[config.mk]
export PLATFORM = sky130hd
export DESIGN_NAME = clkdiv_lock_top
export DESIGN_NICKNAME = d
export VERILOG_FILES = /design/src/rtl/clkdiv_pkg.sv /design/src/rtl/clkdiv_regs.sv /design/src/rtl/clkdiv_counter.sv /design/src/rtl/clkdiv_lock.sv /design/src/rtl/clkdiv_lock_top.sv
export SDC_FILE = /design/constraint.sdc
export NUM_CORES = 1
export LEC_CHECK = 0
export ABC_AREA = 1
export BUFFER_PORTS_ARGS = -buffer_cell sky130_fd_sc_hd__buf_2
export CAP_MARGIN = 10
export CORE_MARGIN = 2
export CORE_UTILIZATION = 50
export CTS_CLUSTER_DIAMETER = 200
export CTS_CLUSTER_SIZE = 24
export DETAILED_ROUTE_END_ITERATION = 10
export GPL_ROUTABILITY_DRIVEN = 0
export PLACE_DENSITY = 0.85
export SYNTH_ARGS = -nofsm -noshare
export SYNTH_HDL_FRONTEND = slang
export SYNTH_SLANG_ARGS = --single-unit
[constraint.sdc]
create_clock -name clk -period 4.5 [get_ports clk]
set_clock_uncertainty 0.2 [all_clocks]
set_input_delay 0 -clock clk [delete_from_list [all_inputs] [get_ports clk]]
set_output_delay 0 -clock clk [all_outputs]
set_load 0.05 [all_outputs]
[src/rtl/clkdiv_pkg.sv]
package clkdiv_pkg;
  localparam int EN_POS        = 0;
  localparam int DRST_POS      = 1;
  localparam int LOAD_POS      = 2;
  localparam int RATIO_LSB     = 4;
  localparam int GATE_POS      = 28;
  localparam int LOCK_POS_STD  = 31;
  localparam int LOCK_POS_ALT  = 27;
endpackage

[src/rtl/clkdiv_regs.sv]
module clkdiv_regs
  import clkdiv_pkg::*;
#(
  parameter int DIV_W        = 8,
  parameter int LOCK_SHIFT   = 0,
  parameter int GATE_ON_LOAD = 0
) (
  input  logic             clk,
  input  logic             rst,
  input  logic             wr_i,
  input  logic [31:0]      wdata_i,
  input  logic             lock_i,
  output logic [31:0]      rdata_o,
  output logic             en_o,
  output logic             drst_o,
  output logic             gate_o,
  output logic             load_o,
  output logic [DIV_W-1:0] load_ratio_o
);
  localparam int LOCK_POS = (LOCK_SHIFT != 0) ? LOCK_POS_ALT : LOCK_POS_STD;

  logic             en_q, drst_q, gate_q;
  logic [DIV_W-1:0] shadow_q;
  logic             en_wr;

  assign load_o       = wr_i & wdata_i[LOAD_POS];
  assign load_ratio_o = wdata_i[RATIO_LSB +: DIV_W];

  generate
    if (GATE_ON_LOAD != 0) begin : g_gated
      assign en_wr = wdata_i[EN_POS] & ~wdata_i[LOAD_POS];
    end else begin : g_free
      assign en_wr = wdata_i[EN_POS];
    end
  endgenerate

  always_ff @(posedge clk) begin
    if (rst) begin
      en_q     <= 1'b0;
      drst_q   <= 1'b0;
      gate_q   <= 1'b0;
      shadow_q <= '0;
    end else if (wr_i) begin
      en_q     <= en_wr;
      drst_q   <= wdata_i[DRST_POS];
      gate_q   <= wdata_i[GATE_POS];
      shadow_q <= wdata_i[RATIO_LSB +: DIV_W];
    end
  end

  always_comb begin
    rdata_o                      = '0;
    rdata_o[EN_POS]              = en_q;
    rdata_o[DRST_POS]            = drst_q;
    rdata_o[RATIO_LSB +: DIV_W]  = shadow_q;
    rdata_o[GATE_POS]            = gate_q;
    rdata_o[LOCK_POS]            = lock_i;
  end

  assign en_o   = en_q;
  assign drst_o = drst_q;
  assign gate_o = gate_q;

  generate
    if (GATE_ON_LOAD != 0) begin : g_chk_gated
      // a load request leaves the enable cleared
      p_load_gates_r10: assert property (@(posedge clk) disable iff (rst)
        load_o |=> !en_o);
    end
  endgenerate
endmodule

[src/rtl/clkdiv_counter.sv]
module clkdiv_counter #(
  parameter int DIV_W = 8
) (
  input  logic             clk,
  input  logic             rst,
  input  logic             en_i,
  input  logic             drst_i,
  input  logic             load_i,
  input  logic [DIV_W-1:0] load_ratio_i,
  output logic [DIV_W-1:0] ratio_eff_o,
  output logic             div_o
);
  localparam logic [DIV_W-1:0] ONE = DIV_W'(1);

  logic [DIV_W-1:0] act_q, cnt_q;
  logic [DIV_W-1:0] act_nxt, cnt_nxt, n_cur, n_nxt;
  logic             hi_nxt;

  always_comb begin
    n_cur   = (act_q == '0) ? ONE : act_q;
    act_nxt = act_q;
    if (load_i) begin
      act_nxt = load_ratio_i;
      cnt_nxt = '0;
    end else if (drst_i) begin
      cnt_nxt = '0;
    end else begin
      cnt_nxt = (cnt_q >= n_cur - ONE) ? '0 : cnt_q + ONE;
    end
    n_nxt  = (act_nxt == '0) ? ONE : act_nxt;
    hi_nxt = (n_nxt == ONE) || (cnt_nxt < (n_nxt >> 1));
  end

  always_ff @(posedge clk) begin
    if (rst) begin
      act_q <= '0;
      cnt_q <= '0;
      div_o <= 1'b0;
    end else begin
      act_q <= act_nxt;
      cnt_q <= cnt_nxt;
      div_o <= en_i & ~drst_i & hi_nxt;
    end
  end

  assign ratio_eff_o = n_cur;

  // the active ratio moves only on a load request
  p_ratio_hold_r3: assert property (@(posedge clk) disable iff (rst)
    !load_i |=> $stable(act_q));
  // the phase counter stays inside the effective period
  p_phase_range_r4: assert property (@(posedge clk) disable iff (rst)
    cnt_q < n_cur);
  // output low after a cycle with enable cleared
  p_hold_low_r6: assert property (@(posedge clk) disable iff (rst)
    !en_i |=> !div_o);
  // divider reset parks the counter at phase 0
  p_park_phase_r8: assert property (@(posedge clk) disable iff (rst)
    drst_i |=> (cnt_q == '0) && !div_o);
endmodule

[src/rtl/clkdiv_lock.sv]
module clkdiv_lock #(
  parameter int DIV_W = 8
) (
  input  logic             clk,
  input  logic             rst,
  input  logic             drst_i,
  input  logic             load_i,
  input  logic [DIV_W-1:0] ratio_eff_i,
  output logic             lock_o
);
  logic [DIV_W-1:0] settle_q;
  logic             busy_q;

  always_ff @(posedge clk) begin
    if (rst) begin
      lock_o   <= 1'b0;
      busy_q   <= 1'b1;
      settle_q <= '0;
    end else if (drst_i || load_i) begin
      lock_o   <= 1'b0;
      busy_q   <= 1'b1;
      settle_q <= '0;
    end else if (busy_q) begin
      if (settle_q == ratio_eff_i - DIV_W'(1)) begin
        lock_o <= 1'b1;
        busy_q <= 1'b0;
      end else begin
        settle_q <= settle_q + DIV_W'(1);
      end
    end
  end

  // an accepted load request drops lock
  p_lock_drop_r7: assert property (@(posedge clk) disable iff (rst)
    load_i |=> !lock_o);
  // settling never runs past one new period, well inside the 4N bound
  p_lock_bound_r7: assert property (@(posedge clk) disable iff (rst)
    busy_q |-> (settle_q < ratio_eff_i));
  // divider reset keeps lock low
  p_lock_rst_r8: assert property (@(posedge clk) disable iff (rst)
    drst_i |=> !lock_o);
endmodule

[src/rtl/clkdiv_lock_top.sv]
module clkdiv_lock_top #(
  parameter int DIV_W        = 8,
  parameter int LOCK_SHIFT   = 0,
  parameter int GATE_ON_LOAD = 0
) (
  input  logic        clk,
  input  logic        rst,
  input  logic        reg_wr,
  input  logic [31:0] reg_wdata,
  output logic [31:0] reg_rdata,
  output logic        div_clk_o,
  output logic        lock_o,
  output logic        ref_buf_en_o
);
  logic             en, drst, gate, load;
  logic [DIV_W-1:0] load_ratio, ratio_eff;

  clkdiv_regs #(
    .DIV_W(DIV_W), .LOCK_SHIFT(LOCK_SHIFT), .GATE_ON_LOAD(GATE_ON_LOAD)
  ) u_regs (
    .clk(clk), .rst(rst), .wr_i(reg_wr), .wdata_i(reg_wdata),
    .lock_i(lock_o), .rdata_o(reg_rdata), .en_o(en), .drst_o(drst),
    .gate_o(gate), .load_o(load), .load_ratio_o(load_ratio)
  );

  clkdiv_counter #(.DIV_W(DIV_W)) u_cnt (
    .clk(clk), .rst(rst), .en_i(en), .drst_i(drst), .load_i(load),
    .load_ratio_i(load_ratio), .ratio_eff_o(ratio_eff), .div_o(div_clk_o)
  );

  clkdiv_lock #(.DIV_W(DIV_W)) u_lock (
    .clk(clk), .rst(rst), .drst_i(drst), .load_i(load),
    .ratio_eff_i(ratio_eff), .lock_o(lock_o)
  );

  assign ref_buf_en_o = ~gate;
endmodule

### Yosys cells after proc, flatten, opt, wreduce, memory -nomap -nowiden

Index checks and enable logic that the tools add are counted.

* bits in registers: 38
* output and inout bits: 35

* reduce and logical (&&, ||, !) cells: 7
* eq/ne operators: 2
* multiplexer cells: 8
* add/sub/neg operators: 3
* bitwise gates (word level): 6
* $lt $le $gt $ge: 2

Operator list (number)
* $mux W8: 6
* $add A8 B1 Y8 const B: 2
* $logic_not A8 Y1: 2
* $eq A8 B1 Y1 const B: 1
* $eq A8 B8 Y1: 1
* $ge A8 B8 Y1: 1
* $lt A8 B7 Y1: 1
* $sub A8 B1 Y8 const B: 1
* $reduce_and A2 Y1: 2
* $and A1 B1 Y1: 3
* $not A1 Y1: 3
* $logic_or A1 B1 Y1: 2
* $mux W1: 2
* $reduce_or A2 Y1: 1

### Longest topological paths before layout

Gate-level depths: netlist of the first run.

* word-level depth: 10
* mapped depth: 26
* mapped depth without buffers: 24

### Hierarchy

Synthesis of the first run repeated with hierarchy kept, for this count alone.

* cell total of the unflattened synthesis: 418
* area, all modules: 2748.9 µm²

Modules (own cells, without submodules)
* clkdiv_counter: times used 1, area an instance 1183.6 µm², cells an instance 177, sequential area each 340.3 µm²
* clkdiv_lock: times used 1, area an instance 852.1 µm², cells an instance 135, sequential area each 200.2 µm²
* clkdiv_regs: times used 1, area an instance 709.4 µm², cells an instance 105, sequential area each 220.2 µm²
* clkdiv_lock_top: times used 1, area an instance 3.8 µm², cells an instance 1, sequential area each 0.0 µm²

### Least setup slack after synthesis of the first run

OpenSTA, ideal clock, no wires.

* path kind: flip-flop to flip-flop
* start point: register u_cnt.act_q[2]
* end point: register u_cnt.div_o
* path slack: 1.204 ns
* library setup time: 0.070 ns
* required time: 4.230 ns
* arrival time: 3.026 ns
* stages on the path, launching flop included: 22
* clock period less this slack: 3.296 ns
* cells stage by stage: dfxtp_1 > buf_6 > nor2_4 > nand4_2 > nand2_2 > inv_1 > ha_1 > nand3_1 > inv_1 > nand2_1 > nand2_1 > ha_1 > nand2_1 > o21a_1 > nand4_1 > clkbuf_1 > nor2_1 > ha_1 > a21oi_1 > o211a_1 > nand2_1 > a21oi_1

* word-level cells in the longest chain between the ends: 10

Ends and longest elaborated chain
* start: declaration: line clkdiv_counter.sv:15 `logic [DIV_W-1:0] act_q, cnt_q;`
* start signal: assignment: line clkdiv_counter.sv:40 `act_q <= act_nxt;`
* $logic_not A8 Y1: line clkdiv_counter.sv:20 `n_cur = (act_q == '0) ? ONE : act_q;`
* $mux W8 (*): line clkdiv_counter.sv:20
* $sub A8 B1 Y8 (*): line clkdiv_counter.sv:28 `cnt_nxt = (cnt_q >= n_cur - ONE) ? '0 : cnt_q + ONE;`
* $ge A8 B8 Y1 (*): line clkdiv_counter.sv:28
* $mux W8 (*): line clkdiv_counter.sv:28
* $mux W8 (*): line clkdiv_counter.sv:25 `end else if (drst_i) begin`
* $mux W8 (*): line clkdiv_counter.sv:22 `if (load_i) begin`
* named net u_cnt.cnt_nxt[6]: line clkdiv_counter.sv:16 `logic [DIV_W-1:0] act_nxt, cnt_nxt, n_cur, n_nxt;`
* $lt A8 B7 Y1 (*): line clkdiv_counter.sv:31 `hi_nxt = (n_nxt == ONE) || (cnt_nxt < (n_nxt >> 1));`
* $logic_or A1 B1 Y1 (*): line clkdiv_counter.sv:31
* $and A1 B1 Y1 (*): line clkdiv_counter.sv:42 `div_o <= en_i & ~drst_i & hi_nxt;`
* end signal: assignment: line clkdiv_counter.sv:42
* end: declaration: line clkdiv_counter.sv:11 `output logic div_o`

Mark *: on every way through the listed nets, which the timed path passes. The rest lies on a longest branch.
A chain may end at the register's enable or synchronous reset.

### Worst setup path after layout of the first run

Ends and elaborated chain as after synthesis.

==> results.sh, run 1 <==
export IMPL_netlist_area_pre_place_um2=2470
export IMPL_slew_limit_headroom=0.647
export IMPL_post_synth_inst_count=341
export IMPL_clock_insertion_delay_at_the_later_pin_of_the_skew_report_ns=0.30
export IMPL_worst_slack_ns=0.705
export IMPL_worstMarginPinSlew_ns=0.528
export IMPL_finalSetupViolCount=0
export IMPL_required_ns=4.53
export IMPL_dr_first_iter_drc_count=160
export IMPL_drc=0
export IMPL_globalRouteTotalUtil=0.224
export IMPL_synth_edf_count=0
export IMPL_cts_sinks=38
export IMPL_vias=2279
export IMPL_route_detailed_vias_per_inst=5.02
export IMPL_first_global_vias=2147
export IMPL_antenna_found_initial=0
export IMPL_max_cap_viol_count=0
export IMPL_post_place_ws_ns=0.731
export IMPL_rsz0062_at_grt="false"
export IMPL_report_final_slew_viol_count=0
export IMPL_asyncSetResetFlopFracSynth=0
export IMPL_worstSetupStartpointType="register"
export IMPL_seq_area_um2=761
export IMPL_power_density_nw_per_um2=342
export IMPL_place_detailed_hpwl_um=3760
export IMPL_finalWorstPathRequiredPeriod_ns=3.79
export IMPL_power_leakage_nw=1.37
export IMPL_die_area_um2=5510
export IMPL_drt_first_pass_iters=5
export IMPL_finalWirelength_um=5620
export IMPL_die_width_um=74.2
export IMPL_placementRows=25
export IMPL_ys_types=36
export IMPL_count_of_filler_cells_inserted_in_the_layout=382
export IMPL_grt_start_max_net_pins=18
export IMPL_cts_tree="done"
export IMPL_path_type_of_the_worst_min_delay_path="in -> reg"
export IMPL_cts_root_buffer_cell="clkbuf_8"
export IMPL_globalRoute_totalOverflow=0
export IMPL_fmax_mhz=264
export IMPL_crit_type="reg -> reg"
export IMPL_final_period_utilization=0.843
export IMPL_hold_viol=0
export IMPL_area_growth_synth_to_final_pct=17.6
export IMPL_synth_sequential_area_ratio=0.308
export IMPL_run_status="completed"
export IMPL_critPathArrivalTime_ns=3.82
export IMPL_ios=70
export IMPL_layout_drive_gt1_share=0.132
export IMPL_avgSynthCellArea_um2=7.23
export IMPL_timing_critical_path_to_type="register"
export IMPL_multi_input_comb_area_um2=1390
export IMPL_final_setup_tns_ns=0
export IMPL_starting_density_of_the_core=0.519
export IMPL_layout_nets=438
export IMPL_die_y_um=74.2
export IMPL_port_buffers=29
export IMPL_critPathMaxFanout=14
export IMPL_synth_warning_count=0
export IMPL_max_vdd_ir_drop_v=0.000282
export IMPL_htree_levels=2
export IMPL_n_antenna_cell=0
export IMPL_yosys_register_bits=38
export IMPL_antenna_left=0
export IMPL_routed_wl_per_cell_um=12.4
export IMPL_clock_path_buffers=2
export IMPL_cts_buffers=5
export IMPL_ys_flop_type="dfxtp_1"
export IMPL_wire_length_of_the_first_global_routing_pass_um=9450
export IMPL_core_area_um2=4750
export IMPL_cts_reportedPaths_clkPinSlew_ns=0.07
## placed cells by master (no fill, tap or decap), types with 2 or more instances in the layout
master / instances
ha_1: 17
bufinv_16: 2
nand3_1: 27
clkinv_1: 2
dfxtp_1: 38
conb_1: 20
nor2_1: 36
nand2_2: 3
clkbuf_8: 6
a21oi_1: 20
xor2_1: 12
inv_1: 38
nand3b_1: 2
o21ai_0: 17
nand2_1: 60
buf_2: 29
nand3_2: 3
nand4_1: 8
xnor2_1: 2
nor2_4: 2
dlygate4sd3_1: 22
nor3_1: 8
## worst max-delay path: stages, from the launching register on
cell and delay [ns]:
dfxtp_1 0.42, nor2_4 0.17, nand4_2 0.21, nand2_2 0.12, inv_1 0.06, ha_1 0.23
nand3_1 0.16, inv_1 0.08, nand2_1 0.08, nand2_1 0.07, ha_1 0.18, nand2_1 0.05
inv_1 0.04, nor2_1 0.08, o21a_1 0.15, nand4_1 0.43, nor2_1 0.24, ha_1 0.28
a21oi_1 0.13, o211a_1 0.16, nand2_1 0.05, a21oi_1 0.12
## sequential cells by signal, summed over array words and instances, names as in the netlist
signal,count
u_regs.en_o,1
u_cnt.act_q,8
u_lock.busy_q,1
u_cnt.cnt_q,8
u_lock.settle_q,8
u_regs.shadow_q,8
u_cnt.div_o,1
u_regs.drst_o,1
u_lock.lock_o,1
u_regs.gate_o,1
## cell type report
| cell class | count | share of cell area |
|---|---|---|
| sequential | 38 | 0.262 |
| timing repair buffer | 51 | 0.126 |
| multi-input combinational | 249 | 0.481 |
| clock inverter | 2 | 0.0207 |
| clock buffer | 6 | 0.0285 |
| inverter | 41 | 0.0531 |
| tap | 67 | 0.0289 |
## metal layers
layer	up-vias	part of all wire	track usage
met1	1023	0.42	0.254
met2	83	0.49	0.406
met4	0	0.031	0.107
met3	16	0.057	0.0393
li1	1157	-	-
met5	-	0	0
## cells by family after synthesis
group,after synthesis,synth area share
and+or+nand+nor,156,0.301
buffers and inverters,73,0.155
AOI/OAI and AO/OA,41,0.0888
DFF,38,0.308
adders and majority gates,17,0.0862
xor gates and xnor gates,15,0.0589
other,1,0.00152
## cell usage after synthesis (all sizes together) (2+ instances only)
cell type	instances	area share
nand2	64	0.10
inv	39	0.059
dfxtp	38	0.31
nor2	38	0.064
nand3	31	0.074
buf	26	0.080
a21oi	21	0.044
ha	17	0.086
o21ai	17	0.034
xor2	12	0.043
nand4	9	0.025
nor3	9	0.020
clkbuf	6	0.013
clkinv	2	0.0030
nand3b	2	0.0061
xnor2	2	0.0071
## per-stage QoR
stage / cells / hold WS, ns / instance area [um2] / util / power (mW)
floorplan: 360 / -0.0651 / 2540 / - / 0.589
finish: 454 / 0.00731 / 2900 / 0.610 / 0.992
global placement: 424 / 0.0256 / 2540 / 0.534 / 0.609
global route: 454 / 0.0425 / 2900 / 0.610 / 1.04
CTS: 454 / 0.00275 / 2900 / 0.610 / 0.989
detailed placement: 424 / 0.0357 / 2540 / 0.534 / 0.616
## path summary, 6_finish.rpt
check                                                 from                    endpoint  slack (ns)  cells past startpoint
worst max-delay path             u_cnt.act_q[2]$_SDFF_PP0_      u_cnt.div_o$_SDFF_PP0_        0.71                     21
worst min-delay path                                reg_wr  u_regs.drst_o$_SDFFE_PP0P_       0.007                      3
worst max register to register   u_cnt.act_q[2]$_SDFF_PP0_      u_cnt.div_o$_SDFF_PP0_        0.71                     21
worst min register to register  u_lock.lock_o$_SDFFE_PP0P_  u_lock.lock_o$_SDFFE_PP0P_        0.27                      2
## repair_timing
item / 4_1_cts / 5_1_grt
endpoints found under the hold margin: 28 / 0
buffers inserted: 0 / 0
gates resized for setup: 0 / 0
hold buffers: 22 / 0
## report_power, final
group          switching, mW  leakage [nW]  internal (mW)
sequential            0.0145         0.311          0.351
clock                  0.126        0.0714          0.236
combinational          0.182         0.986         0.0813
Note: power is estimated with default switching activity, not from simulation.
==> run 2: changes to the inputs <==
- clock period: 4.5 -> 3.77 ns (I/O delays scaled with it)
==> run 2 against run 1 <==
Against the previous run:
- design area rose by 0.39%
- utilization rose by 0.24 points
- maximum frequency rose by 10%
- global-route usage fell by 0.11 points
- cell count rose by 1.1%
- flip-flop and latch count did not move
- critical path depth fell by 1
- critical path type unchanged
- largest power group unchanged
- highest routed layer unchanged
==> results.sh, run 2 (synthesized netlist as in run 1, its figures left out) <==
export IMPL_cp_common_cell="nand2_1"
export IMPL_hold_worst_slack_ns=0.0676
export IMPL_place_detailed_hpwl_um=3970
export IMPL_required_ns=3.80
export IMPL_core_area_um2=4750
export IMPL_cts_reportedPaths_clkPinSlew_ns=0.08
export IMPL_cts_root_buffer_cell="clkbuf_8"
export IMPL_final_setup_tns_ns=0
export IMPL_cts_buffers=5
export IMPL_worst_path_max_delay_cell="dfxtp_1"
export IMPL_clock_path_buffers=2
export IMPL_dr_first_iter_drc_count=98
export IMPL_finalWorstPathRequiredPeriod_ns=3.45
export IMPL_regToRegSetupSlack_ns=0.32
export IMPL_vias=2304
export IMPL_globalRoute_totalOverflow=0
export IMPL_crit_type="reg -> reg"
export IMPL_cp_startpoint="u_cnt.act_q[5]$_SDFF_PP0_"
export IMPL_hp_start="reg_wdata[2]"
export IMPL_cts_tree="done"
export IMPL_clock_insertion_delay_at_the_later_pin_of_the_skew_report_ns=0.29
export IMPL_holdPathStages=3
export IMPL_cp_slowest_stage_delay_ns=0.39
export IMPL_layout_drive_gt1_share=0.140
export IMPL_antenna_left=0
export IMPL_worstSetupStartpointType="register"
export IMPL_final_period_utilization=0.915
export IMPL_rsz0062_at_grt="false"
export IMPL_die_area_um2=5510
export IMPL_placementRows=25
export IMPL_max_vdd_ir_drop_v=0.000377
export IMPL_area_growth_synth_to_final_pct=18.1
export IMPL_run_status="completed"
export IMPL_timing_critical_path_to_type="register"
export IMPL_layout_nets=443
export IMPL_cts_sinks=38
export IMPL_route_detailed_vias_per_inst=5.02
export IMPL_path_type_of_the_worst_min_delay_path="in -> reg"
export IMPL_die_y_um=74.2
export IMPL_hold_end="u_cnt.act_q[0]$_SDFF_PP0_"
export IMPL_ios=70
export IMPL_crit_path_cell_trace="nor2_1 > nand4_2 > nand2_2 > inv_1 > ha_1 > nand3_1 > inv_1 > nand2_1 > nand2_1 > ha_1 > nand2_1 > o21a_1 > nand4_1 > buf_4 > nor2_1 > ha_1 > a21oi_1 > o211a_1 > nand2_1 > a21oi_1"
export IMPL_hold_viol=0
export IMPL_antenna_found_initial=0
export IMPL_finalSetupViolCount=0
export IMPL_critPathMaxFanout=14
export IMPL_power_density_nw_per_um2=383
export IMPL_r2r_start="u_cnt.act_q[5]$_SDFF_PP0_"
export IMPL_htree_levels=2
export IMPL_first_global_vias=2146
export IMPL_post_cts_resized=0
export IMPL_max_cap_viol_count=0
export IMPL_wire_length_of_the_first_global_routing_pass_um=9520
export IMPL_drc=0
export IMPL_grt_start_max_net_pins=18
export IMPL_report_final_slew_viol_count=0
export IMPL_routed_wl_per_cell_um=12.4
export IMPL_fmax_mhz=290
export IMPL_die_width_um=74.2
export IMPL_finalWirelength_um=5680
export IMPL_port_buffers=29
export IMPL_power_leakage_nw=1.37
export IMPL_layout_commonest_cell="nand2_1"
export IMPL_worstRegToRegCells=20
export IMPL_globalRouteTotalUtil=0.223
export IMPL_layout_cells_most_common_list="60 x nand2_1, 38 x inv_1, 38 x dfxtp_1, 36 x nor2_1, 29 x buf_2"
export IMPL_starting_density_of_the_core=0.519
export IMPL_regToRegEndpoint="u_cnt.div_o$_SDFF_PP0_"
export IMPL_drt_first_pass_iters=4
export IMPL_critPathArrivalTime_ns=3.48
export IMPL_n_antenna_cell=0
export IMPL_final_core_utilization=0.612
[run 2: cell types whose count changed in the layout (fill, tap and decap cells not counted), sizes merged]
| cell | delta |
|---|---|
| clkinvlp | +2 |
| clkbuf | -1 |
| buf | +4 |
| bufinv | -1 |
| dlygate4sd3 | +1 |
[run 2: cell type report]
class | count | area, um2
Sequential cell | 38 | 761
Clock inverter | 3 | 45.0
Tap cell | 67 | 83.8
Timing Repair Buffer | 56 | 405
Multi-Input combinational cell | 249 | 1390
Inverter | 41 | 154
Clock buffer | 5 | 68.8
Fill cell | 403 | 1840
[run 2: stage by stage]
| stage | setup slack (ns) | instance area [um2] | std cells | power, mW |
|---|---|---|---|---|
| after floorplan | 0.474 | 2540 | 360 | 0.703 |
| after global placement | 0.420 | 2550 | 426 | 0.730 |
| after detailed placement | 0.281 | 2550 | 426 | 0.741 |
| after CTS | 0.250 | 2900 | 457 | 1.11 |
| after global routing | 0.00186 | 2910 | 459 | 1.18 |
| final | 0.322 | 2910 | 459 | 1.11 |
[run 2: worst max-delay path, delay by kind of cell (launching register included)]
kind	cells	cell delay, ns
compound gates	4	0.62
fa+ha+maj	3	0.83
buf+inv	3	0.35
flops	1	0.39
simple gates	10	0.98
[run 2: metal layers]
layer	GRT usage	wire [um]
met1	0.256	2390
met2	0.402	2860
met3	0.0434	255
met4	0.0972	172
met5	0	0
[run 2: worst max-delay path by stage]
stage                     slack, ns  cells after the start                endpoint
after global placement         0.42                     20  u_cnt.div_o$_SDFF_PP0_
after CTS                      0.25                     20  u_cnt.div_o$_SDFF_PP0_
after detailed placement       0.28                     20  u_cnt.div_o$_SDFF_PP0_
after floorplan                0.47                     21  u_cnt.div_o$_SDFF_PP0_
final                          0.32                     20  u_cnt.div_o$_SDFF_PP0_
after global routing          0.002                     21  u_cnt.div_o$_SDFF_PP0_
[run 2: report_power, final]
| group | switching (mW) | internal (mW) |
|---|---|---|
| combinational | 0.222 | 0.105 |
| clock | 0.154 | 0.197 |
| sequential | 0.0164 | 0.419 |
[run 2: repair_timing]
action	4_1_cts	5_1_grt
setup buffers	0	2
endpoints found under the hold margin	28	0
hold buffers	23	0
endpoints found under the setup margin	0	1
